### src/rtl/lfsr_seq_pkg.sv
package lfsr_seq_pkg;

  typedef enum logic [2:0] {
    ST_IDLE = 3'd0,
    ST_SEED = 3'd1,
    ST_SCAN = 3'd2,
    ST_STEP = 3'd3,
    ST_DONE = 3'd4
  } seq_state_e;

endpackage

### src/rtl/lfsr_tap_finder.sv
module lfsr_tap_finder #(
  parameter int WIDTH    = 8,
  parameter int IDX_W    = $clog2(WIDTH),
  parameter int DEF_TAPA = 1,
  parameter int DEF_TAPB = 0
) (
  input  logic             clk,
  input  logic             rst,
  input  logic             capture_i,
  input  logic [WIDTH-1:0] sel_i,
  input  logic             scan_i,
  output logic [IDX_W-1:0] tap_a_o,
  output logic [IDX_W-1:0] tap_b_o,
  output logic             done_o
);

  localparam logic [IDX_W-1:0] LAST_POS = IDX_W'(WIDTH - 1);
  localparam logic [IDX_W-1:0] TAPA_RST = IDX_W'(DEF_TAPA);
  localparam logic [IDX_W-1:0] TAPB_RST = IDX_W'(DEF_TAPB);

  logic [WIDTH-1:0] sel_q;
  logic [IDX_W-1:0] pos_q;
  logic [1:0]       hits_q;
  logic             bit_hit;

  assign bit_hit = sel_q[pos_q];
  assign done_o  = scan_i && ((pos_q == LAST_POS) || (bit_hit && (hits_q != 2'd0)));

  always_ff @(posedge clk) begin
    if (rst) begin
      sel_q   <= '0;
      pos_q   <= '0;
      hits_q  <= 2'd0;
      tap_a_o <= TAPA_RST;
      tap_b_o <= TAPB_RST;
    end else if (capture_i) begin
      sel_q   <= sel_i;
      pos_q   <= '0;
      hits_q  <= 2'd0;
      tap_a_o <= TAPA_RST;
      tap_b_o <= TAPB_RST;
    end else if (scan_i) begin
      if (bit_hit) begin
        if (hits_q == 2'd0) begin
          tap_a_o <= pos_q;
          hits_q  <= 2'd1;
        end else if (hits_q == 2'd1) begin
          tap_b_o <= pos_q;
          hits_q  <= 2'd2;
        end
      end
      if (pos_q != LAST_POS) begin
        pos_q <= pos_q + IDX_W'(1);
      end
    end
  end

  // the scan visits exactly one new position per cycle
  p_scan_one_per_cycle_r3: assert property (@(posedge clk) disable iff (rst)
    (scan_i && !done_o && !capture_i) |=> (pos_q == $past(pos_q) + IDX_W'(1)));

  // once both taps are found, tap B lies above tap A
  p_tap_order_r3: assert property (@(posedge clk) disable iff (rst)
    (hits_q == 2'd2) |-> (tap_b_o > tap_a_o));

  // every capture starts from the default taps
  p_default_taps_r4: assert property (@(posedge clk) disable iff (rst)
    capture_i |=> (tap_a_o == TAPA_RST && tap_b_o == TAPB_RST && hits_q == 2'd0));

endmodule

### src/rtl/lfsr_shift_core.sv
module lfsr_shift_core #(
  parameter int WIDTH = 8,
  parameter int IDX_W = $clog2(WIDTH)
) (
  input  logic             clk,
  input  logic             rst,
  input  logic             seed_i,
  input  logic             step_i,
  input  logic [IDX_W-1:0] tap_a_i,
  input  logic [IDX_W-1:0] tap_b_i,
  output logic [WIDTH-1:0] reg_o
);

  localparam logic [WIDTH-1:0] SEED = WIDTH'(1);

  logic feedback;
  assign feedback = reg_o[tap_a_i] ^ reg_o[tap_b_i];

  always_ff @(posedge clk) begin
    if (rst) begin
      reg_o <= SEED;
    end else if (seed_i) begin
      reg_o <= SEED;
    end else if (step_i) begin
      reg_o <= {reg_o[WIDTH-2:0], feedback};
    end
  end

  // seeding always gives the value 1
  p_seed_value_r5: assert property (@(posedge clk) disable iff (rst)
    seed_i |=> (reg_o == SEED));

  // one step is a left shift plus the tap XOR in bit 0
  p_step_shape_r6: assert property (@(posedge clk) disable iff (rst)
    (step_i && !seed_i) |=> (reg_o[WIDTH-1:1] == $past(reg_o[WIDTH-2:0])
                             && reg_o[0] == ($past(reg_o[tap_a_i]) ^ $past(reg_o[tap_b_i]))));

  // the register is untouched when not seeded or stepped
  p_hold_r7: assert property (@(posedge clk) disable iff (rst)
    (!seed_i && !step_i) |=> $stable(reg_o));

endmodule

### src/rtl/lfsr_seq_ctrl.sv
module lfsr_seq_ctrl
  import lfsr_seq_pkg::*;
#(
  parameter int CNT_W = 8
) (
  input  logic             clk,
  input  logic             rst,
  input  logic             start_i,
  input  logic [CNT_W-1:0] steps_i,
  input  logic             scan_done_i,
  output logic             capture_o,
  output logic             seed_o,
  output logic             scan_o,
  output logic             step_o,
  output logic             finish_o,
  output logic             busy_o
);

  seq_state_e       state_q, state_d;
  logic [CNT_W-1:0] steps_q;
  logic [CNT_W-1:0] cnt_q;
  logic             idle_like;

  assign idle_like = (state_q == ST_IDLE) || (state_q == ST_DONE);

  always_comb begin
    state_d   = state_q;
    capture_o = 1'b0;
    seed_o    = 1'b0;
    scan_o    = 1'b0;
    step_o    = 1'b0;
    finish_o  = 1'b0;
    case (state_q)
      ST_IDLE, ST_DONE: begin
        if (start_i) begin
          capture_o = 1'b1;
          state_d   = ST_SEED;
        end else begin
          state_d   = ST_IDLE;
        end
      end
      ST_SEED: begin
        seed_o  = 1'b1;
        state_d = ST_SCAN;
      end
      ST_SCAN: begin
        scan_o = 1'b1;
        if (scan_done_i) begin
          state_d = ST_STEP;
        end
      end
      ST_STEP: begin
        if (cnt_q == steps_q) begin
          finish_o = 1'b1;
          state_d  = ST_DONE;
        end else begin
          step_o = 1'b1;
        end
      end
      default: state_d = ST_IDLE;
    endcase
  end

  always_ff @(posedge clk) begin
    if (rst) begin
      state_q <= ST_IDLE;
      busy_o  <= 1'b0;
      steps_q <= '0;
      cnt_q   <= '0;
    end else begin
      state_q <= state_d;
      busy_o  <= (state_d == ST_SEED) || (state_d == ST_SCAN) || (state_d == ST_STEP);
      if (capture_o) begin
        steps_q <= steps_i;
      end
      if (seed_o) begin
        cnt_q <= '0;
      end else if (step_o) begin
        cnt_q <= cnt_q + CNT_W'(1);
      end
    end
  end

  // an accepted start raises busy in the next cycle
  p_busy_after_start_r2: assert property (@(posedge clk) disable iff (rst)
    (idle_like && start_i) |=> busy_o);

  // a start seen while busy does not disturb the state sequence
  p_start_ignored_r9: assert property (@(posedge clk) disable iff (rst)
    (busy_o && (state_q == ST_STEP) && !finish_o) |=> (state_q == ST_STEP));

  // the step counter never runs past the captured count
  p_count_bound_r7: assert property (@(posedge clk) disable iff (rst)
    (state_q == ST_STEP) |-> (cnt_q <= steps_q));

  // busy is low in the finish state
  p_busy_low_done_r8: assert property (@(posedge clk) disable iff (rst)
    (state_q == ST_DONE) |-> !busy_o);

endmodule

### src/rtl/lfsr_seq_top.sv
module lfsr_seq_top #(
  parameter int WIDTH = 8,
  parameter int CNT_W = 8
) (
  input  logic             clk,
  input  logic             rst,
  input  logic             start_i,
  input  logic [WIDTH-1:0] tap_sel_i,
  input  logic [CNT_W-1:0] step_count_i,
  output logic             busy_o,
  output logic [WIDTH-1:0] value_o,
  output logic [WIDTH:0]   result_bus_o
);

  localparam int IDX_W = $clog2(WIDTH);

  logic             capture;
  logic             seed;
  logic             scan;
  logic             step;
  logic             finish;
  logic             scan_done;
  logic [IDX_W-1:0] tap_a;
  logic [IDX_W-1:0] tap_b;
  logic [WIDTH-1:0] shift_reg;
  logic [WIDTH-1:0] value_q;

  lfsr_seq_ctrl #(.CNT_W(CNT_W)) ctrl_u (
    .clk        (clk),
    .rst        (rst),
    .start_i    (start_i),
    .steps_i    (step_count_i),
    .scan_done_i(scan_done),
    .capture_o  (capture),
    .seed_o     (seed),
    .scan_o     (scan),
    .step_o     (step),
    .finish_o   (finish),
    .busy_o     (busy_o)
  );

  lfsr_tap_finder #(.WIDTH(WIDTH), .IDX_W(IDX_W)) taps_u (
    .clk      (clk),
    .rst      (rst),
    .capture_i(capture),
    .sel_i    (tap_sel_i),
    .scan_i   (scan),
    .tap_a_o  (tap_a),
    .tap_b_o  (tap_b),
    .done_o   (scan_done)
  );

  lfsr_shift_core #(.WIDTH(WIDTH), .IDX_W(IDX_W)) core_u (
    .clk    (clk),
    .rst    (rst),
    .seed_i (seed),
    .step_i (step),
    .tap_a_i(tap_a),
    .tap_b_i(tap_b),
    .reg_o  (shift_reg)
  );

  always_ff @(posedge clk) begin
    if (rst) begin
      value_q <= WIDTH'(1);
    end else if (finish) begin
      value_q <= shift_reg;
    end
  end

  assign value_o      = value_q;
  assign result_bus_o = {value_q, busy_o};

  // the published value only moves on a completing run
  p_value_holds_r10: assert property (@(posedge clk) disable iff (rst)
    (!busy_o && !finish) |=> $stable(value_o));

  // the result lands on the edge where busy drops
  p_result_with_busy_fall_r8: assert property (@(posedge clk) disable iff (rst)
    finish |=> (!busy_o && value_o == $past(shift_reg)));

endmodule

### config.mk
export PLATFORM = sky130hd
export DESIGN_NAME = lfsr_seq_top
export DESIGN_NICKNAME = d
export VERILOG_FILES = /design/src/rtl/lfsr_seq_pkg.sv /design/src/rtl/lfsr_tap_finder.sv /design/src/rtl/lfsr_shift_core.sv /design/src/rtl/lfsr_seq_ctrl.sv /design/src/rtl/lfsr_seq_top.sv
export SDC_FILE = /design/constraint.sdc
export NUM_CORES = 1
export LEC_CHECK = 0
export CAP_MARGIN = 15
export CORE_MARGIN = 2
export CORE_UTILIZATION = 51
export CTS_BUF_LIST = sky130_fd_sc_hd__clkbuf_8
export CTS_CLUSTER_SIZE = 12
export DETAILED_ROUTE_END_ITERATION = 8
export GPL_TIMING_DRIVEN = 0
export PLACE_DENSITY = 0.79
export SLEW_MARGIN = 10
export SYNTH_ARGS = -nofsm -noshare
export SYNTH_HDL_FRONTEND = slang
export SYNTH_SLANG_ARGS = --single-unit
### constraint.sdc
create_clock -name clk -period 1.45 [get_ports clk]
set_input_delay 0.29 -clock clk [delete_from_list [all_inputs] [get_ports clk]]
set_output_delay 0.29 -clock clk [all_outputs]
set_load 0.05 [all_outputs]
==> qor.yml <==
antenna_found_initial: 0
numPortBuffers: 36
synth_warnings: 0
die_w_um: 74.8
synth-seq-area-share_pct: 43.1
die_h_um: 74.8
cp_cell_sequence: "or3b_4, a21oi_2, nand4_1, buf_6, mux2i_1, nand2b_1"
fin_crit_sh_pct: 112
wirelength_um: 5880
ir_drop_mv: 0.535
hp-class: "reg -> reg"
crit_type: "reg -> reg"
path_depth: 6
grt_max_degree: 16
crit-reg2reg-launch: "ctrl_u.state_q[1]"
antenna_cells: 0
grtUsageTotal_pct: 21.2
wl_per_cell_um: 14.5
ys_ff_latch: 55
period_needed_ns: 1.62
p_sw_uw: 706
path_delay_family: "simple AND/OR/NAND/NOR gates"
core_area_um2: 4790
rows: 25
worst-path-buf-inv: 1
async_flop_share_pct: 0
tightest_slew_ns: 0.413
rr_worst_depth: 6
htreeDepth: 2
p_comb_share_pct: 13.5
ff2ff_setup_slack_ns: -0.17
arrival_ns: 1.82
timing.critical_path.to: "taps_u.tap_a_o[0]"
vias: 2168
clk_pin_slew_ns: 0.09
grt-ovfl-total: 0
fmax_mhz: 618
startpoint: "ctrl_u.state_q[1]"
dp_worst_setup_slack_ns: -0.405
power_density_nw_per_um2: 786
p_leak_nw: 1.35
grt_first_pass_wirelength_um: 8960
synth_area_leaders: "dfxtp_1 (43%), mux2i_1 (9.4%), nand2_1 (6.5%), a21oi_1 (5.7%), nor2_1 (3.8%)"
slew_violations: 0
synthDistinctLibCells: 44
pwr-share-clk_pct: 30.4
cts_sinks: 55
postLayoutSetupSlackWorst_ns: -0.169
syn2layout_area_growth_pct: 39.7
clkLatencyLatePin_ns: 0.32
synth_fp_nets: 301
hpwl_um: 3630
die_area_um2: 5590
crit_path_max_fanout: 5
postRouteAntennaNets: 0
ctsRootBufferMaster: "clkbuf_8"
cap_violations: 0
tns_ns: -2.83
syn_inst: 279
internal_power_mw: 2.10
required_ns: 1.66
synth_area_um2: 2550
synth_edf_count: 0
hold_viol: 0
numCtsBuffers: 5
synth_top_area_share_pct: 43.1
initial_core_util_pct: 53.4
worst_path_max_delay_cell: "or3b_4"
vias_per_cell: 5.34
start_kind: "flip-flop"
drt_pass1_iterations: 4
holdCritStartpoint: "taps_u.sel_q[6]"
synth_area_per_cell_um2: 9.15
gp_congestion: 0.873
critPathMaxStageDelay_ns: 0.42
num_io_pins: 37
rsz0062_at_grt: "true"
setup_violations: 34
end_kind: "flip-flop"
first_global_vias: 2031
final_cell_mix: "nand2_1 (42), dfxtp_1 (33), a21oi_1 (26), nor2_1 (25), mux2i_1 (23)"
r2r-end: "taps_u.tap_a_o[0]"
yosysTopAreaCell: "dfxtp_1"
worst_clock_skew_ns: 0.0119
synth_top_flop_cell: "dfxtp_1"
final_nets: 361
holdBufCountCts: 0
final_common_cell: "nand2_1"
detail_route.iter0.violations: 58
power.share.switching_pct: 25.2
slew_headroom_pct: 72.4
cts_tree: "yes"
drc_errors: 0
violations: "setup timing"
final_layout_size_suffix_gt1_share_pct: 36.9
clk_path_buf_depth: 2
status: "complete, but fails checks"
pwr-share-seq_pct: 56.1
## worst min path at each step
stage                        end  depth (start not counted)
3_3_place_gp     taps_u.sel_q[6]                          2
5_1_grt          taps_u.sel_q[5]                          2
2_1_floorplan  ctrl_u.steps_q[0]                          2
3_5_place_dp     taps_u.sel_q[6]                          2
4_1_cts          taps_u.sel_q[6]                          2
6_report         taps_u.sel_q[6]                          2
## flip-flops by register name (all words and copies together) (netlist names)
name and count:
taps_u.pos_q 3, core_u.reg_o 8, ctrl_u.state_q 3, taps_u.sel_q 8, taps_u.hits_q 2, ctrl_u.steps_q 8
value_o 8, ctrl_u.cnt_q 8, ctrl_u.busy_o 1, taps_u.tap_b_o 3, taps_u.tap_a_o 3
## timing repair
action / 4_1_cts / 5_1_grt
pin swaps: 16 / 18
setup buffers: 16 / 2
resized for setup: 93 / 45
cloned: 0 / 1
endpoints found under the setup margin: 69 / 54
## power by group through the flow
stage	clock network [mW]	registers (mW)	logic, mW
4_1_cts	0.861	1.58	0.350
6_report	0.852	1.57	0.378
2_1_floorplan	0	1.62	0.194
5_1_grt	0.927	1.58	0.408
3_5_place_dp	0	1.61	0.303
3_3_place_gp	0	1.61	0.297
## layout make-up
cell class	instances	area [um^2]
multi-input combinational	199	1550
fill	336	1220
sequential	55	1150
timing repair buffer	55	536
buffer	19	141
tap	67	83.8
clock buffer	6	82.6
inverter	4	15.0
clock inverter	1	5.00
## synth_stat cells (4+ instances only)
| cell type | n |
|---|---|
| nand2b_1 | 4 |
| a21oi_1 | 29 |
| dfxtp_1 | 55 |
| clkbuf_1 | 8 |
| o21ai_0 | 8 |
| mux4_2 | 4 |
| buf_4 | 9 |
| mux2i_1 | 24 |
| nor2_1 | 26 |
| nand2_1 | 44 |
| inv_1 | 4 |
| xnor2_1 | 10 |
| nand3_1 | 5 |
## through the flow
stage                     area (um^2)  utilization, %  instances  hold WS, ns  power [mW]
after floorplan                  2620               -        279        0.418        1.81
after global placement           3070            64.1        382        0.443        1.91
after detailed placement         3070            64.1        382        0.446        1.92
after CTS                        3450            72.1        404        0.459        2.79
after global routing             3570            74.5        406        0.481        2.91
final                            3570            74.5        406        0.460        2.80
## worst min-delay path: stages, from the launching register on
cell and delay (ns):
dfxtp_1 0.32, nand2_1 0.05, a21oi_1 0.05
## logic make-up after synthesis
logic type | count (synthesis) | synth area share (%)
simple gates | 106 | 20.7
xor+xnor | 12 | 4.12
flops | 55 | 43.1
buf+inv | 25 | 5.93
fa+ha+maj | 3 | 1.47
mux | 28 | 12.9
compound gates | 50 | 11.7
## per-layer routing
| metal | global-route usage, % | wire [um] | part of all wire (%) |
|---|---|---|---|
| met5 | 0 | 0 | 0 |
| met2 | 36.7 | 3030 | 51 |
| met4 | 7.54 | 142 | 2.4 |
| met3 | 5.49 | 184 | 3.1 |
| met1 | 25.5 | 2530 | 43 |
Note: power is estimated with default switching activity, not from simulation.
